[config.mk]
export PLATFORM = sky130hd
export DESIGN_NAME = nb_barrier_unit
export DESIGN_NICKNAME = d
export VERILOG_FILES = /design/src/rtl/nb_pkg.sv /design/src/rtl/nb_req_decode.sv /design/src/rtl/nb_slot.sv /design/src/rtl/nb_barrier_unit.sv
export SDC_FILE = /design/constraint.sdc
export NUM_CORES = 2
export LEC_CHECK = 0
export BUFFER_PORTS_ARGS = -buffer_cell sky130_fd_sc_hd__buf_2
export CAP_MARGIN = 20
export CORE_MARGIN = 2
export CORE_UTILIZATION = 40
export DETAILED_ROUTE_END_ITERATION = 6
export PLACE_DENSITY_LB_ADDON = 0.12
export SLEW_MARGIN = 20
export SYNTH_ARGS = -nofsm -noshare
export SYNTH_HDL_FRONTEND = slang
export SYNTH_HIERARCHICAL = 1
export SYNTH_SLANG_ARGS = --single-unit
[constraint.sdc]
create_clock -name clk -period 9.4 [get_ports clk]
set_clock_uncertainty 0.2 [all_clocks]
set_input_delay 1.41 -clock clk [delete_from_list [all_inputs] [get_ports clk]]
set_output_delay 1.41 -clock clk [all_outputs]
set_load 0.01 [all_outputs]
[src/rtl/nb_pkg.sv]
package nb_pkg;
  typedef enum logic {
    NB_EXPLICIT = 1'b0,
    NB_ALL_LIVE = 1'b1
  } nb_mode_e;
endpackage

[src/rtl/nb_req_decode.sv]
module nb_req_decode
  import nb_pkg::*;
#(
  parameter int NUM_BARS  = 16,
  parameter int WARP_SIZE = 32,
  parameter int ID_W      = 4,
  parameter int CNT_W     = 11
) (
  input  logic             id_given,
  input  logic [ID_W-1:0]  bar_id,
  input  logic             cnt_given,
  input  logic [CNT_W-1:0] thr_cnt,
  output logic [ID_W-1:0]  sel_id,
  output nb_mode_e         mode,
  output logic [CNT_W-1:0] need,
  output logic             bad
);
  localparam logic [CNT_W-1:0] WS_C = CNT_W'(WARP_SIZE);

  always_comb begin
    sel_id = id_given ? bar_id : '0;
    mode   = cnt_given ? NB_EXPLICIT : NB_ALL_LIVE;
    need   = cnt_given ? thr_cnt : '0;
    bad    = cnt_given && ((thr_cnt == '0) || ((thr_cnt % WS_C) != '0));
  end
endmodule

[src/rtl/nb_slot.sv]
module nb_slot
  import nb_pkg::*;
#(
  parameter int NUM_WARPS = 32,
  parameter int WARP_SIZE = 32,
  parameter int SUM_W     = 12
) (
  input  logic                 clk,
  input  logic                 rst_n,
  input  logic                 hit,
  input  nb_mode_e             req_mode,
  input  logic [SUM_W-1:0]     req_need,
  input  logic [NUM_WARPS-1:0] req_warp_1h,
  input  logic [SUM_W-1:0]     live_need,
  output logic                 done,
  output logic [NUM_WARPS-1:0] waiting,
  output logic                 clash
);
  localparam logic [SUM_W-1:0] STEP = SUM_W'(WARP_SIZE);

  logic [SUM_W-1:0]     arrived_q;
  logic [SUM_W-1:0]     need_q;
  nb_mode_e             mode_q;
  logic [NUM_WARPS-1:0] wait_q;
  logic                 busy, open, take;
  logic [SUM_W-1:0]     target;

  always_comb begin
    busy   = arrived_q != '0;
    target = (mode_q == NB_ALL_LIVE) ? live_need : need_q;
    done   = busy && (arrived_q >= target);
    open   = busy && !done;
    clash  = hit && open &&
             ((mode_q != req_mode) || (req_mode == NB_EXPLICIT && need_q != req_need));
    take   = hit && !clash;
  end

  assign waiting = wait_q;

  always_ff @(posedge clk or negedge rst_n) begin
    if (!rst_n) begin
      arrived_q <= '0;
      need_q    <= '0;
      mode_q    <= NB_EXPLICIT;
      wait_q    <= '0;
    end else begin
      if (take) begin
        arrived_q <= (done ? '0 : arrived_q) + STEP;
        wait_q    <= (done ? '0 : wait_q) | req_warp_1h;
        if (!open) begin
          mode_q <= req_mode;
          need_q <= req_need;
        end
      end else if (done) begin
        arrived_q <= '0;
        wait_q    <= '0;
      end
    end
  end

  // a completed use leaves the barrier empty
  p_clear_after_done_r2: assert property (@(posedge clk) disable iff (!rst_n)
    done && !take |=> arrived_q == '0);
  // each accepted arrival adds one warp of threads
  p_step_per_arrival_r2: assert property (@(posedge clk) disable iff (!rst_n)
    take && !done |=> arrived_q == $past(arrived_q) + STEP);
  // arrival in the completing cycle starts the next use alone
  p_rearm_fresh_r8: assert property (@(posedge clk) disable iff (!rst_n)
    take && done |=> arrived_q == STEP);
endmodule

[src/rtl/nb_barrier_unit.sv]
module nb_barrier_unit
  import nb_pkg::*;
#(
  parameter int NUM_BARS  = 16,
  parameter int NUM_WARPS = 32,
  parameter int WARP_SIZE = 32,
  localparam int ID_W     = $clog2(NUM_BARS),
  localparam int WID_W    = (NUM_WARPS > 1) ? $clog2(NUM_WARPS) : 1,
  localparam int CNT_W    = $clog2(NUM_WARPS*WARP_SIZE+1)
) (
  input  logic                 clk,
  input  logic                 rst_n,
  input  logic                 arr_valid,
  output logic                 arr_ready,
  input  logic                 arr_id_given,
  input  logic [ID_W-1:0]      arr_bar_id,
  input  logic                 arr_cnt_given,
  input  logic [CNT_W-1:0]     arr_thr_cnt,
  input  logic [WID_W-1:0]     arr_warp,
  input  logic [NUM_WARPS-1:0] warp_exit,
  output logic [NUM_WARPS-1:0] release_warps,
  output logic                 err_not_multiple,
  output logic                 err_count_clash
);
  localparam int SUM_W = CNT_W + 1;

  logic [ID_W-1:0]      sel_id;
  nb_mode_e             req_mode;
  logic [CNT_W-1:0]     req_need;
  logic                 req_bad;
  logic [NUM_WARPS-1:0] warp_1h;
  logic [SUM_W-1:0]     live_need;
  logic [NUM_BARS-1:0]  slot_done, slot_clash, slot_hit;
  logic [NUM_WARPS-1:0] slot_wait [NUM_BARS];
  logic [NUM_WARPS-1:0] rel_d;

  assign arr_ready = 1'b1;

  nb_req_decode #(
    .NUM_BARS(NUM_BARS), .WARP_SIZE(WARP_SIZE), .ID_W(ID_W), .CNT_W(CNT_W)
  ) u_dec (
    .id_given(arr_id_given), .bar_id(arr_bar_id),
    .cnt_given(arr_cnt_given), .thr_cnt(arr_thr_cnt),
    .sel_id(sel_id), .mode(req_mode), .need(req_need), .bad(req_bad)
  );

  always_comb begin
    warp_1h   = '0;
    warp_1h[arr_warp] = 1'b1;
    live_need = SUM_W'($countones(~warp_exit)) * SUM_W'(WARP_SIZE);
  end

  for (genvar b = 0; b < NUM_BARS; b++) begin : g_slot
    assign slot_hit[b] = arr_valid && !req_bad && (sel_id == ID_W'(b));
    nb_slot #(
      .NUM_WARPS(NUM_WARPS), .WARP_SIZE(WARP_SIZE), .SUM_W(SUM_W)
    ) u_slot (
      .clk(clk), .rst_n(rst_n), .hit(slot_hit[b]),
      .req_mode(req_mode), .req_need(SUM_W'(req_need)),
      .req_warp_1h(warp_1h), .live_need(live_need),
      .done(slot_done[b]), .waiting(slot_wait[b]), .clash(slot_clash[b])
    );
  end

  always_comb begin
    rel_d = '0;
    for (int b = 0; b < NUM_BARS; b++)
      if (slot_done[b]) rel_d = rel_d | slot_wait[b];
  end

  always_ff @(posedge clk or negedge rst_n) begin
    if (!rst_n) begin
      release_warps    <= '0;
      err_not_multiple <= 1'b0;
      err_count_clash  <= 1'b0;
    end else begin
      release_warps    <= rel_d;
      err_not_multiple <= arr_valid && req_bad;
      err_count_clash  <= |slot_clash;
    end
  end

  // a count that is not a whole number of warps is flagged next cycle
  p_bad_count_flag_r3: assert property (@(posedge clk) disable iff (!rst_n)
    arr_valid && arr_cnt_given && ((arr_thr_cnt % CNT_W'(WARP_SIZE)) != '0) |=> err_not_multiple);
  // a clash flag always traces back to a request beat
  p_clash_has_source_r9: assert property (@(posedge clk) disable iff (!rst_n)
    err_count_clash |-> $past(arr_valid));
  // the request port never stalls
  p_always_ready_r10: assert property (@(posedge clk) disable iff (!rst_n) arr_ready);
  // at most one barrier reacts to a single arrival
  p_single_target_r7: assert property (@(posedge clk) disable iff (!rst_n) $onehot0(slot_hit));
endmodule

==> flow_summary.json <==
{
  "whs_ns": 0.305,
  "final_cells": 5371,
  "cts_tree": "done",
  "cp_common_cell": "fa_1",
  "fin_tns_setup_ns": 0,
  "reg2reg_from": "g_slot[9].u_slot/mode_q",
  "grt_overflow": 0,
  "hold_end": "g_slot[15].u_slot/waiting[21]",
  "post_cts_buffers": 0,
  "start_kind": "primary input",
  "yosysTopAreaCellShare_pct": 49.4,
  "clkTransAtPathRegs_ns": 0.06,
  "htree_num_levels": 3,
  "worstHoldStart": "g_slot[15].u_slot/waiting[21]",
  "clockPowerShare_pct": 30.1,
  "syn_inst": 3667,
  "synth_largest_area_cell": "dfrtp_1",
  "synth-async-reset-ratio_pct": 100,
  "die_area_sq_um": 112000,
  "die_w_um": 335,
  "antenna_found_initial": 5,
  "via_count": 32900,
  "p_int_mw": 7.93,
  "maxSlewHeadroom_pct": 21.4,
  "clock_path_buffers": 3,
  "status": "complete, no violations",
  "power_density_nw_per_um2": 261,
  "gp_congestion": 0.783,
  "hp-class": "reg -> reg",
  "regArea_sq_um": 21700,
  "seqPwrFrac_pct": 34.1,
  "rsz0062_at_grt": "no",
  "ys_ff_latch": 866,
  "worstMarginPinSlew_ns": 1.18,
  "synth_area_sq_um": 43800,
  "synth_area_per_cell_sq_um": 12.0,
  "max_stage_delay_ns": 0.56,
  "finish.utilization_pct": 45.8,
  "cpMaxStageDelayCell": "fa_1",
  "nNetsFinal": 4077,
  "critPathCaptureType": "register",
  "drive_gt1_share_pct": 13.5,
  "power_mw": 13.0,
  "setup_violations": 0,
  "grt_use_total_pct": 25.8,
  "die_y_um": 335,
  "synth_area_leaders": "dfrtp_1, a22o_1, mux2_1",
  "crit_required_ns": 9.82,
  "wl_per_cell_um": 27.1,
  "grt_pass1_vias": 32600,
  "whs_path_depth": 1,
  "drtPass1Iterations": 6,
  "worstSetupPathType": "in -> reg",
  "maxCapViolCount": 0,
  "peakVddDrop_v": 0.000567,
  "cp_top_family": "adder cells",
  "synthFlopType": "dfrtp_1",
  "rrSetupSlack_ns": 5.66,
  "start_util_pct": 40.3,
  "seq_area_frac_synth_pct": 49.4,
  "drt-total-wl_mm": 146,
  "switchingPower_mw": 5.11,
  "dpl.hpwl_mm": 84.1,
  "cts-root-buf": "clkbuf_16",
  "drtAntennaViolNets": 0,
  "core_area_sq_um": 109000,
  "cts.sinks": 866,
  "cts_hold_buf": 0,
  "num_rows": 121,
  "max_freq_mhz": 124,
  "cts_buffers": 97,
  "p_comb_share_pct": 35.8,
  "crit_path_max_fanout": 17,
  "nFillCells": 10100,
  "io_pins": 92,
  "multi_input_area_sq_um": 21300,
  "synth_edf_count": 0,
  "drc_errors": 0,
  "viasPerCell": 6.12,
  "drt-initial-drc-count": 3118,
  "critPathBufInv": 6,
  "grt_pass1_wl_mm": 219,
  "p_leak_nw": 23.4,
  "synth_warnings": 6,
  "finalMaxSlewViolations": 0,
  "dp_cells": 5191,
  "area_growth_pct": 13.8,
  "port_buffers": 90,
  "worstSkewPairLatency_ns": 0.69,
  "period_share_pct": 85.9,
  "r2r_cells": 12,
  "layout_min_cycle_time_ns": 8.08,
  "p_sw_share_pct": 39.2,
  "synth.distinct_cells": 58,
  "hold_viol_final": 0,
  "cp.arrival_ns": 8.50,
  "cts.repair.resized": 0,
  "grt_max_degree": 157,
  "timing.rr.end": "release_warps[2]"
}
## cell usage in the layout (no fill, tap or decap), types with 95 or more instances in the layout
cell / n
mux2i_1: 159
ha_1: 119
a22o_1: 654
mux2_1: 165
clkbuf_16: 97
dfrtp_1: 866
nor2_1: 111
o21ai_1: 105
conb_1: 129
a221oi_1: 127
buf_4: 105
nand2_1: 116
xnor2_1: 132
nand4_1: 95
## how the worst max path moves through the flow
stage,start,end,slack (ns),cells past startpoint
after global routing,warp_exit[0],release_warps[2],1.03,27
after global placement,warp_exit[0],release_warps[2],0.67,27
after floorplan,warp_exit[0],release_warps[10],0.69,28
after CTS,warp_exit[0],release_warps[2],1.35,27
after detailed placement,warp_exit[0],release_warps[2],0.62,27
final,warp_exit[0],release_warps[2],1.32,27
## layer usage
layer,global-route usage [%],wire length [um]
met5,0,0
met3,4.54,9170
met4,7.01,4000
met2,40.1,65800
met1,36.9,66600
## power by group through the flow
| stage | logic (mW) | clock network, mW | registers (mW) |
|---|---|---|---|
| floorplan | 2.79 | 0 | 4.36 |
| global placement | 4.71 | 0 | 4.51 |
| detailed placement | 4.72 | 0 | 4.50 |
| CTS | 4.73 | 4.00 | 4.44 |
| global route | 5.07 | 4.16 | 4.49 |
| finish | 4.67 | 3.92 | 4.45 |
## Yosys cell counts, drive strengths merged, types with 2 or more instances
cell type,count
dfrtp,866
a22o,655
mux2,208
buf,164
mux2i,159
a221oi,143
xnor2,133
nor2,130
o21ai,124
ha,119
nand2,116
nand4,95
inv,68
nor4,68
and3,64
clkbuf,64
nand3,64
xor2,64
or4,48
nand2b,37
nor3,37
a21oi,34
or3,33
a211oi,31
fa,24
a21boi,17
a21o,17
a2bb2oi,16
and2,16
and4,16
a31o,15
nand3b,4
o211ai,3
conb,2
o21a,2
or2,2
or3b,2
## state kept, by name, indices dropped and copies added (netlist names)
name	cells
err_not_multiple	1
g_slot.u_slot/arrived_q	112
g_slot.u_slot/mode_q	16
err_count_clash	1
g_slot.u_slot/waiting	512
release_warps	32
g_slot.u_slot/need_q	192
## through the flow
| stage | setup slack [ns] | area [sq um] |
|---|---|---|
| after detailed placement | 0.621 | 46600 |
| after global routing | 1.03 | 49900 |
| after global placement | 0.671 | 46500 |
| after floorplan | 0.688 | 44300 |
| after CTS | 1.35 | 49800 |
| final | 1.32 | 49900 |
## layout make-up
type,count,share of cell area [%]
clock buffers,138,5.57
flip-flops and latches,866,43.4
repair buffers,212,3.18
inverters,68,0.512
well taps,1414,3.55
diodes,2,0.0100
multi-input cells,2632,42.7
clock inverters,39,1.02
## logic make-up (layout without fill, tap and decap cells)
group / count (synthesis) / count (layout) / share of synthesized area [%]
AOI/OAI and AO/OA: 1061 / 1061 / 20.0
DFF: 866 / 866 / 49.4
and+or+nand+nor: 735 / 735 / 9.63
muxes: 367 / 367 / 8.97
buffers and inverters: 296 / 457 / 3.49
xor gates and xnor gates: 197 / 197 / 3.94
adders and majority gates: 143 / 143 / 4.49
other: 2 / 131 / 0.0171
Power figures use the tool's default switching activity.
